<file path="src/rtl/voice_ctl_pkg.sv">
package voice_ctl_pkg;

  localparam int FRAME_W = 16;
  localparam int SHORT_W = 8;
  localparam int ADDR_W  = 11;
  localparam int CTL_W   = 5;
  localparam int CNT_W   = 5;

  // LSB first on the wire: cue is frame bit 11, run is frame bit 15
  typedef struct packed {
    logic run;
    logic play;
    logic pwr_up;
    logic cont;
    logic cue;
  } ctl_t;

  typedef struct packed {
    logic              valid;
    logic              has_addr;
    ctl_t              ctl;
    logic [ADDR_W-1:0] addr;
  } cmd_t;

endpackage

</file>
<file path="src/rtl/voice_spi_rx.sv">
module voice_spi_rx
  import voice_ctl_pkg::*;
#(
  parameter int STAT_W = 12
) (
  input  logic               clk_i,
  input  logic               rst_ni,
  input  logic               sclk_i,
  input  logic               ss_ni,
  input  logic               mosi_i,
  input  logic [STAT_W-1:0]  stat_i,
  output logic               miso_o,
  output logic               frame_o,
  output logic [CNT_W-1:0]   frame_bits_o,
  output logic [FRAME_W-1:0] frame_data_o,
  output logic               rd_o,
  output logic [1:0]         rd_flags_o
);

  localparam int SYNC_N = 3;

  logic [SYNC_N-1:0]  sclk_q, ss_q;
  logic [1:0]         mosi_q;
  logic [FRAME_W-1:0] in_sr;
  logic [STAT_W-1:0]  out_sr;
  logic [CNT_W-1:0]   cnt_q;
  logic [1:0]         snap_q;

  always_ff @(posedge clk_i or negedge rst_ni) begin
    if (!rst_ni) begin
      sclk_q <= '0;
      ss_q   <= '1;
      mosi_q <= '0;
    end else begin
      sclk_q <= {sclk_q[SYNC_N-2:0], sclk_i};
      ss_q   <= {ss_q[SYNC_N-2:0], ss_ni};
      mosi_q <= {mosi_q[0], mosi_i};
    end
  end

  logic sel, ss_fall, ss_rise, sck_rise, sck_fall;
  assign sel      = ~ss_q[1];
  assign ss_fall  = ~ss_q[1] & ss_q[2];
  assign ss_rise  = ss_q[1] & ~ss_q[2];
  assign sck_rise = sel & sclk_q[1] & ~sclk_q[2];
  assign sck_fall = sel & ~sclk_q[1] & sclk_q[2];

  always_ff @(posedge clk_i or negedge rst_ni) begin
    if (!rst_ni) begin
      in_sr   <= '0;
      out_sr  <= '0;
      cnt_q   <= '0;
      snap_q  <= '0;
      frame_o <= 1'b0;
      rd_o    <= 1'b0;
    end else begin
      frame_o <= 1'b0;
      rd_o    <= 1'b0;
      if (ss_fall) begin
        out_sr <= stat_i;
        snap_q <= stat_i[1:0];
        cnt_q  <= '0;
      end else if (sel) begin
        if (sck_rise) begin
          in_sr <= {mosi_q[1], in_sr[FRAME_W-1:1]};
          if (cnt_q != '1) cnt_q <= cnt_q + 1'b1;
        end
        if (sck_fall) out_sr <= {1'b0, out_sr[STAT_W-1:1]};
      end
      if (ss_rise) begin
        frame_o <= 1'b1;
        rd_o    <= (cnt_q >= CNT_W'(2));
      end
    end
  end

  assign miso_o       = sel ? out_sr[0] : 1'b1;
  assign frame_bits_o = cnt_q;
  assign frame_data_o = in_sr;
  assign rd_flags_o   = snap_q;

endmodule

</file>
<file path="src/rtl/voice_cmd_dec.sv">
module voice_cmd_dec
  import voice_ctl_pkg::*;
#(
  parameter int NUM_ROWS = 600,
  parameter int ROW_W    = $clog2(NUM_ROWS)
) (
  input  logic               frame_i,
  input  logic [CNT_W-1:0]   bits_i,
  input  logic [FRAME_W-1:0] data_i,
  output cmd_t               cmd_o,
  output logic [ROW_W-1:0]   row_o
);

  logic is_long, is_short;
  assign is_long  = (bits_i == CNT_W'(FRAME_W));
  assign is_short = (bits_i == CNT_W'(SHORT_W));

  always_comb begin
    cmd_o.valid    = frame_i & (is_long | is_short);
    cmd_o.has_addr = is_long;
    cmd_o.ctl      = ctl_t'(data_i[FRAME_W-1 -: CTL_W]);
    cmd_o.addr     = data_i[ADDR_W-1:0];
  end

  // out-of-range addresses land on the last row
  always_comb begin
    if (32'(cmd_o.addr) >= 32'(NUM_ROWS)) row_o = ROW_W'(NUM_ROWS - 1);
    else                                   row_o = cmd_o.addr[ROW_W-1:0];
  end

endmodule

</file>
<file path="src/rtl/voice_row_engine.sv">
module voice_row_engine
  import voice_ctl_pkg::*;
#(
  parameter int NUM_ROWS     = 600,
  parameter int ROW_TICKS    = 3200,
  parameter int CUE_DIV      = 1600,
  parameter int SETTLE_TICKS = 100000,
  parameter int ROW_W        = $clog2(NUM_ROWS)
) (
  input  logic             clk_i,
  input  logic             rst_ni,
  input  cmd_t             cmd_i,
  input  logic [ROW_W-1:0] cmd_row_i,
  input  logic             rd_i,
  input  logic [1:0]       rd_flags_i,
  output logic             run_o,
  output logic             play_o,
  output logic             pwr_o,
  output logic             ready_o,
  output logic             row_clk_o,
  output logic             int_no,
  output logic [ROW_W+1:0] stat_o
);

  localparam int CUE_TICKS = (ROW_TICKS / CUE_DIV > 0) ? ROW_TICKS / CUE_DIV : 1;
  localparam int TW        = $clog2(ROW_TICKS + 1);
  localparam int SW        = $clog2(SETTLE_TICKS + 1);
  localparam logic [ROW_W-1:0] LAST_ROW = ROW_W'(NUM_ROWS - 1);

  logic                tick_q;
  logic                pwr_q, ready_q, run_q, play_q, cue_q, cont_q;
  logic                ovf_q, eom_q;
  logic [SW-1:0]       settle_q;
  logic [TW-1:0]       timer_q;
  logic [ROW_W-1:0]    row_q;
  logic [NUM_ROWS-1:0] mark_q;
  logic                row_clk_q;
  logic [TW-1:0]       row_last;

  assign row_last = cue_q ? TW'(CUE_TICKS - 1) : TW'(ROW_TICKS - 1);

  always_ff @(posedge clk_i or negedge rst_ni) begin
    if (!rst_ni) begin
      tick_q    <= 1'b0;
      pwr_q     <= 1'b0;
      ready_q   <= 1'b0;
      run_q     <= 1'b0;
      play_q    <= 1'b0;
      cue_q     <= 1'b0;
      cont_q    <= 1'b0;
      ovf_q     <= 1'b0;
      eom_q     <= 1'b0;
      settle_q  <= '0;
      timer_q   <= '0;
      row_q     <= '0;
      mark_q    <= '0;
      row_clk_q <= 1'b0;
    end else begin
      tick_q    <= ~tick_q;
      row_clk_q <= 1'b0;

      if (rd_i) begin
        if (rd_flags_i[0]) ovf_q <= 1'b0;
        if (rd_flags_i[1]) eom_q <= 1'b0;
      end

      if (tick_q && pwr_q && !ready_q) begin
        if (settle_q == SW'(SETTLE_TICKS - 1)) ready_q <= 1'b1;
        else                                   settle_q <= settle_q + 1'b1;
      end

      if (tick_q && run_q) begin
        if (timer_q == row_last) begin
          timer_q   <= '0;
          row_clk_q <= 1'b1;
          if (play_q && mark_q[row_q]) begin
            eom_q <= 1'b1;
            run_q <= 1'b0;
          end else begin
            if (!play_q) mark_q[row_q] <= 1'b0;
            if (cont_q) begin
              if (row_q == LAST_ROW) begin
                ovf_q <= 1'b1;
                run_q <= 1'b0;
              end else begin
                row_q <= row_q + 1'b1;
              end
            end
          end
        end else begin
          timer_q <= timer_q + 1'b1;
        end
      end

      if (cmd_i.valid) begin
        if (!cmd_i.ctl.pwr_up) begin
          pwr_q   <= 1'b0;
          ready_q <= 1'b0;
          if (run_q && !play_q) mark_q[row_q] <= 1'b1;
          run_q   <= 1'b0;
        end else begin
          if (!pwr_q) begin
            pwr_q    <= 1'b1;
            settle_q <= '0;
          end
          if (cmd_i.ctl.run) begin
            if (ready_q) begin
              timer_q <= '0;
              cont_q  <= cmd_i.ctl.cont | ~cmd_i.has_addr;
              if (cmd_i.has_addr && !cmd_i.ctl.cont) row_q <= cmd_row_i;
              play_q  <= cmd_i.ctl.play;
              if (!run_q) cue_q <= cmd_i.ctl.cue & cmd_i.ctl.play;
              run_q   <= 1'b1;
            end
          end else begin
            if (run_q && !play_q) mark_q[row_q] <= 1'b1;
            run_q <= 1'b0;
          end
        end
      end
    end
  end

  assign run_o     = run_q;
  assign play_o    = play_q;
  assign pwr_o     = pwr_q;
  assign ready_o   = ready_q;
  assign row_clk_o = row_clk_q;
  assign int_no    = ~(ovf_q | eom_q);
  assign stat_o    = {row_q, eom_q, ovf_q};

endmodule

</file>
<file path="src/rtl/voice_ctl_port.sv">
module voice_ctl_port
  import voice_ctl_pkg::*;
#(
  parameter int NUM_ROWS     = 600,
  parameter int ROW_TICKS    = 3200,
  parameter int CUE_DIV      = 1600,
  parameter int SETTLE_TICKS = 100000
) (
  input  logic clk_i,
  input  logic rst_ni,
  input  logic sclk_i,
  input  logic ss_ni,
  input  logic mosi_i,
  output logic miso_o,
  output logic run_o,
  output logic play_o,
  output logic pwr_o,
  output logic ready_o,
  output logic row_clk_o,
  output logic int_no
);

  localparam int ROW_W  = $clog2(NUM_ROWS);
  localparam int STAT_W = ROW_W + 2;

  logic               frame;
  logic [CNT_W-1:0]   frame_bits;
  logic [FRAME_W-1:0] frame_data;
  logic               rd;
  logic [1:0]         rd_flags;
  logic [STAT_W-1:0]  stat;
  cmd_t               cmd;
  logic [ROW_W-1:0]   cmd_row;

  voice_spi_rx #(.STAT_W(STAT_W)) u_rx (
    .clk_i        (clk_i),
    .rst_ni       (rst_ni),
    .sclk_i       (sclk_i),
    .ss_ni        (ss_ni),
    .mosi_i       (mosi_i),
    .stat_i       (stat),
    .miso_o       (miso_o),
    .frame_o      (frame),
    .frame_bits_o (frame_bits),
    .frame_data_o (frame_data),
    .rd_o         (rd),
    .rd_flags_o   (rd_flags)
  );

  voice_cmd_dec #(.NUM_ROWS(NUM_ROWS), .ROW_W(ROW_W)) u_dec (
    .frame_i (frame),
    .bits_i  (frame_bits),
    .data_i  (frame_data),
    .cmd_o   (cmd),
    .row_o   (cmd_row)
  );

  voice_row_engine #(
    .NUM_ROWS     (NUM_ROWS),
    .ROW_TICKS    (ROW_TICKS),
    .CUE_DIV      (CUE_DIV),
    .SETTLE_TICKS (SETTLE_TICKS),
    .ROW_W        (ROW_W)
  ) u_eng (
    .clk_i      (clk_i),
    .rst_ni     (rst_ni),
    .cmd_i      (cmd),
    .cmd_row_i  (cmd_row),
    .rd_i       (rd),
    .rd_flags_i (rd_flags),
    .run_o      (run_o),
    .play_o     (play_o),
    .pwr_o      (pwr_o),
    .ready_o    (ready_o),
    .row_clk_o  (row_clk_o),
    .int_no     (int_no),
    .stat_o     (stat)
  );

endmodule

</file>
<file path="config.mk">
export PLATFORM = sky130hd
export DESIGN_NAME = voice_ctl_port
export DESIGN_NICKNAME = d
export VERILOG_FILES = /design/src/rtl/voice_ctl_pkg.sv /design/src/rtl/voice_spi_rx.sv /design/src/rtl/voice_cmd_dec.sv /design/src/rtl/voice_row_engine.sv /design/src/rtl/voice_ctl_port.sv
export SDC_FILE = /design/constraint.sdc
export NUM_CORES = 2
export LEC_CHECK = 0
export CORE_UTILIZATION = 45
export CTS_CLUSTER_DIAMETER = 30
export DETAILED_ROUTE_END_ITERATION = 8
export SETUP_SLACK_MARGIN = 0.1
export SYNTH_ARGS = -nofsm -noshare
export SYNTH_HDL_FRONTEND = slang
export SYNTH_SLANG_ARGS = --single-unit
</file>
<file path="constraint.sdc">
create_clock -name clk_i -period 5.2 [get_ports clk_i]
set_input_delay 1.04 -clock clk_i [delete_from_list [all_inputs] [get_ports clk_i]]
set_output_delay 1.04 -clock clk_i [all_outputs]
set_load 0.02 [all_outputs]
</file>
# After elaboration in Yosys (flattened, before gate mapping)
# Index checks and enable logic that the tools add are counted.
[totals]
ff_bits = 694
input_bits = 5
out_inout_bits = 7
wordCells = 152
[classes]
n_addsub = 4
magnitude_cmp = 4
eq_ne = 7
muxes = 73
bitwise_logic = 23
n_reduce_logical = 18
[ops]
columns = ["operator", "count"]
rows = [
  ["two-way mux 600 bit", 8],
  ["AND 600 bit", 1],
  ["NOT 600 bit", 1],
  ["bitwise OR 600 bit", 1],
  ["two-way mux 12 bit", 10],
  ["two-way mux 10 bit", 11],
  ["two-way mux 17 bit", 5],
  ["two-way mux 1 bit", 33],
  ["two-way mux 5 bit", 4],
  ["adder 17 x 1 -> 17 bit, second input constant", 1],
  ["== test 17 bit, second input constant", 1],
  ["adder 12 x 1 -> 12 bit, second input constant", 1],
  ["== test 12 bit", 1],
  ["greater-or-equal comparator 11 x 10 -> 1 bit, second input constant", 1],
  ["< comparator 10 x 11 -> 1 bit, second input constant", 1],
  ["adder 10 x 1 -> 10 bit, second input constant", 1],
  ["binary-select mux 1 bit (select 10 bit)", 1],
  ["demux 1 bit (select 10 bit)", 1],
  ["== test 10 bit, second input constant", 1],
  ["greater-or-equal comparator 10 x 1 -> 1 bit, second input constant", 1],
  ["NOT 1 bit", 9],
  ["AND 1 bit", 8],
  ["logical AND 1 bit", 7],
  ["AND reduction 3 bit", 2],
  ["12 further kinds", 18],
]

# Longest topological paths before layout
[depth]
word_depth = 15
mapped_depth = 15

# Modules after synthesis
# Synthesis repeated with hierarchy kept, for this count alone.
[unflattened]
hier_cells = 3086
hier_area_um2 = 32381.1
[modules_own_cells]
columns = ["mod", "instances", "cells_per_inst", "area_each_um2", "seq_area_each_um2"]
rows = [
  ["voice_row_engine", 1, 2919, 30242.8, 16240.6],
  ["voice_spi_rx", 1, 126, 1858.0, 1129.8],
  ["voice_cmd_dec", 1, 41, 280.3, 0.0],
]

# Worst setup path before layout
# No wires, ideal clock.
[synth_timing]
kind = "flip-flop to flip-flop"
from = "reg u_eng.row_q[0]"
to = "reg u_eng.row_q[0]"
setup_ns = 0.126
t_arrival_ns = 2.905
required_ns = 5.074
path_slack_ns = 2.169
path_stages_with_launch = 13
path_cell_list = "dfrtp_1 -> buf_6 -> buf_6 -> mux4_2 -> mux4_2 -> o211ai_1 -> a21oi_1 -> a311o_1 -> nand4_2 -> a21boi_4 -> nor2_4 -> a31oi_1 -> o32a_1"
[synth_between]
elab_chain_len = 11
word_cells_on_any_way = 15
cone_classes = "add/sub: 1; eq/ne: 1; mux: 12; reduce/logical: 1"
[synth_lines]
columns = ["item", "line_no", "text"]
rows = [
  ["from (decl)", "voice_row_engine.sv:35", "logic [ROW_W-1:0] row_q;"],
  ["from (signal assigned)", "voice_row_engine.sv:86", "row_q <= row_q + 1'b1;"],
  ["from (signal assigned)", "voice_row_engine.sv:110", "if (cmd_i.has_addr && !cmd_i.ctl.cont) row_q <= cmd_row_i;"],
  ["binary-select mux 1 bit (select 10 bit) (tied with other cells)", "voice_row_engine.sv:76", "if (play_q && mark_q[row_q]) begin"],
  ["two-way mux 1 bit (implied by the code) / two-way mux 10 bit (equally long branches)", "voice_row_engine.sv:76, voice_row_engine.sv:82", ""],
  ["logical AND 1 bit / two-way mux 10 bit (equally long branches)", "voice_row_engine.sv:76, voice_row_engine.sv:81", ""],
  ["two-way mux 10 bit", "voice_row_engine.sv:76", ""],
  ["two-way mux 10 bit", "voice_row_engine.sv:73", "if (timer_q == row_last) begin"],
  ["two-way mux 10 bit *", "voice_row_engine.sv:72", "if (tick_q && run_q) begin"],
  ["two-way mux 10 bit", "voice_row_engine.sv:110", ""],
  ["two-way mux 10 bit", "voice_row_engine.sv:107", "if (ready_q) begin"],
  ["two-way mux 10 bit", "voice_row_engine.sv:106", "if (cmd_i.ctl.run) begin"],
  ["two-way mux 10 bit", "voice_row_engine.sv:96", "if (!cmd_i.ctl.pwr_up) begin"],
  ["two-way mux 10 bit *", "voice_row_engine.sv:95", "if (cmd_i.valid) begin"],
]
# Mark *: on every way between the ends. The rest lies on a longest branch, timed or not. The select of a mux whose other input is x is not followed.
# A chain may end at the register's enable or synchronous reset.

# Worst setup path after layout
# Same ends and word-level chain as after synthesis.

==> impl_metrics.csv <==
group,metric,value,unit
timing,hold_viol,0,
power_and_ir_drop,p_leak,15.6,nW
detailed_routing,dr_total_vias,25100,
floorplanning,die_width,269,microns
layout,drive_above_1_share,17.7,%
floorplanning,start_util,45.7,%
critical_path,worstPathRequired,5800,ps
global_route,grt_pass1_wl,152000,microns
detailed_routing,drcViolationCount,0,
detailed_routing,post_drt_wl_per_cell,24.8,microns
timing,report.final.slew_viol_count,0,
logic_synthesis,ys_warn_count,0,
timing,skew,28.0,ps
critical_path,worstSetupPathType,"reg -> reg",
logic_synthesis,synth_most_common_cell,"o21ai_0",
detailed_routing,dr.pass1.iters,6,
critical_path,crit_top_cell,"mux4_2",
layout,seq_area,17400,sq um
logic_synthesis,synth.yosys.seq_area_share,54.1,%
power_and_ir_drop,peakVddDrop,0.245,mV
detailed_routing,wl,98700,microns
layout,layout.nets,2945,
logic_synthesis,syn_area,32100,sq um
logic_synthesis,ys_top_cells_by_count,"1227 x o21ai_0, 691 x dfrtp_1, 254 x clkbuf_1, 140 x nand2_1, 135 x mux4_2",
logic_synthesis,ys_types,68,
clock_tree,clk_pin_slew,50,ps
timing,slew_headroom,24.6,%
run_status,status,"finished, final reports clean",
clock_tree,tritoncts,"done",
global_route,grt-ovfl-total,0,
clock_tree,htree_levels,4,
floorplanning,ios,12,
layout,area_growth_syn_to_layout,17.1,%
critical_path,cpMaxStageDelayCell,"dfrtp_4",
clock_tree,cts_hold_buf,0,
hold_path,whs_path_depth,0,
detailed_routing,vias_per_cell,6.30,
critical_path,timing.rr.end,"u_eng.row_q[0]$_DFF_PN0_",
timing,tns,0,ps
hold_path,min_path_type,"reg -> reg",
logic_synthesis,synthCells,2994,
global_route,grt_max_degree,132,
hold_path,hold_start,"u_rx.sclk_q[0]$_DFF_PN0_",
detailed_routing,drtIter0Drc,2867,
clock_tree,clockRootBuffer,"clkbuf_16",
layout,fillers,5951,
clock_tree,ctsResizeCount,0,
logic_synthesis,synth_fp_nets,3009,
critical_path,max_stage_delay,1090,ps
timing,finalSetupViolCount,0,
clock_tree,clock_latency,720,ps
critical_path,crit_chain,"buf_12 > mux4_2 > mux4_2 > a22oi_1 > o22ai_1 > o21ai_2 > a21boi_4 > nor2_4 > a31oi_1 > o32a_1",
critical_path,rrSetupSlack,760,ps
critical_path,crit_path_end_kind,"flip-flop",
layout,multi_input_area,13200,sq um
placement,portBuffers,11,
logic_synthesis,ys_seq_elements,694,
logic_synthesis,synth_area_leaders,"dfrtp_1 54%, o21ai_0 19%, mux4_2 9.5%",
hold_path,holdPathEnd,"u_rx.sclk_q[1]$_DFF_PN0_",
critical_path,r2r_start,"u_eng.row_q[0]$_DFF_PN0_",
logic_synthesis,synth_ff_type,"dfrtp_1",
global_route,antenna_found_initial,1,
logic_synthesis,avgSynthCellArea,10.7,sq um
timing,tightest_slew,1130,ps
power_and_ir_drop,p_per_area,387,nW/um^2
placement,post-dp-hpwl,59000,microns
placement,place_congestion,0.867,
critical_path,reg2regPathDepth,10,
critical_path,crit_arrival,5040,ps
critical_path,crit_family,"compound AO/OA/AOI/OAI gates",
timing,period_minus_slack,4440,ps
global_route,track_usage,28.2,%
job,drv_cap,0,
critical_path,critPathBufInv,1,
clock_tree,cts_setup_buffers,0,
timing,rsz0062_at_grt,"no",
timing,fmax,0.225,GHz
logic_synthesis,synth_edf_count,0,
floorplanning,die_y,269,microns
detailed_routing,antenna_left,0,
critical_path,cp-start-kind,"flip-flop",
clock_tree,clockBufferDepth,3,
clock_tree,clock-sinks,694,
floorplanning,num_rows,97,
logic_synthesis,synth_top_cell_by_area,"dfrtp_1",
layout,postLayoutCoreUtil,53.4,%
timing,fin_crit_sh,85.5,%
global_route,grt_pass1_vias,24600,
logic_synthesis,yosys.area.top_type_share,53.9,%
clock_tree,cts-buffers-inserted,140,
logic_synthesis,synthArstFlopShare,100,%
critical_path,path_max_fanout,43,
floorplanning,coreArea,70300,sq um
floorplanning,die-area,72400,sq um
timing,whs,345,ps
==> kinds of logic after synthesis <==
family	after synthesis	share of synthesized area [%]
AO/OA/AOI/OAI	1334	21.7
XOR/XNOR	32	0.874
adder cells (fa/ha/maj)	10	0.390
buffers and inverters	327	4.80
flip-flops	694	54.1
multiplexers	232	12.8
AND/OR/NAND/NOR	365	5.35
==> layout by cell type (no fill, tap or decap), types with 12 or more instances in the layout <==
master         n
a21oi_1       21
a22oi_1       16
buf_12        12
buf_4         83
bufinv_16     14
clkbuf_1      15
clkbuf_16    140
clkbuf_8      18
clkinv_2      27
clkinvlp_4    12
dfrtp_1      687
inv_1         14
inv_6         13
mux2_2        21
mux2i_1       72
mux4_2       135
nand2_1      140
nand3_1       28
nand4_1       16
nor2_1        81
nor2b_1       14
nor3_1        21
o21ai_0     1227
xor2_1        21
==> through the flow <==
step	worst slack (ps)	std cells	power, mW	cell area, sq um
final	756	3981	14.5	37600
after global routing	564	3980	14.9	37600
after detailed placement	757	3728	5.71	32800
after CTS	760	3980	14.6	37600
after floorplan	2170	2994	5.57	32100
after global placement	750	3728	5.70	32800
==> power breakdown <==
part	switching, mW	internal [mW]
clock	3.01	5.90
sequential	0.0234	5.44
combinational	0.130	0.0333
total	3.16	11.4
==> worst reg2reg max path: stages, from the launching register on <==
cell	delay, ps
dfrtp_4	1090
buf_12	400
mux4_2	580
mux4_2	510
a22oi_1	390
o22ai_1	150
o21ai_2	400
a21boi_4	190
nor2_4	200
a31oi_1	110
o32a_1	310
==> per-layer routing <==
layer	GRT usage (%)	up-vias	share of wire [%]	wire (microns)
li1	-	10800	-	-
met1	38.8	12800	42	41100
met2	42.8	1239	46	45100
met3	6.48	254	9.0	8930
met4	12.2	0	3.7	3630
met5	0	-	0	0
==> layout make-up <==
type                    instances  area share (%)
flip-flops and latches        694            46.3
diodes                          1         0.00666
inverters                      15           0.150
clock buffers                 173            10.1
clock inverters                79            2.45
repair buffers                106            2.61
multi-input cells            1973            35.2
well taps                     940            3.13
==> how the worst max path moves through the flow <==
stage	start	endpoint	slack, ps	depth (start not counted)
after global placement	u_eng.row_q[0]$_DFF_PN0_	u_eng.row_q[0]$_DFF_PN0_	750	10
after CTS	u_eng.row_q[0]$_DFF_PN0_	u_eng.row_q[0]$_DFF_PN0_	760	10
after global routing	u_eng.row_q[0]$_DFF_PN0_	u_eng.row_q[2]$_DFF_PN0_	560	10
after detailed placement	u_eng.row_q[0]$_DFF_PN0_	u_eng.row_q[0]$_DFF_PN0_	760	10
final	u_eng.row_q[0]$_DFF_PN0_	u_eng.row_q[0]$_DFF_PN0_	760	10
after floorplan	u_eng.row_q[0]$_DFF_PN0_	u_eng.row_q[0]$_DFF_PN0_	2170	12
==> state kept, by name, summed over array words and instances, names as in the netlist, 3 cells and up <==
name and count:
u_rx.frame_data_o 16, u_eng.mark_q 600, u_eng.settle_q 17, u_rx.frame_bits_o 5
u_eng.row_q 10, u_rx.out_sr 12, u_rx.sclk_q 3, u_rx.ss_q 3
u_eng.timer_q 12
No activity file was read; power rests on OpenSTA's default activity.
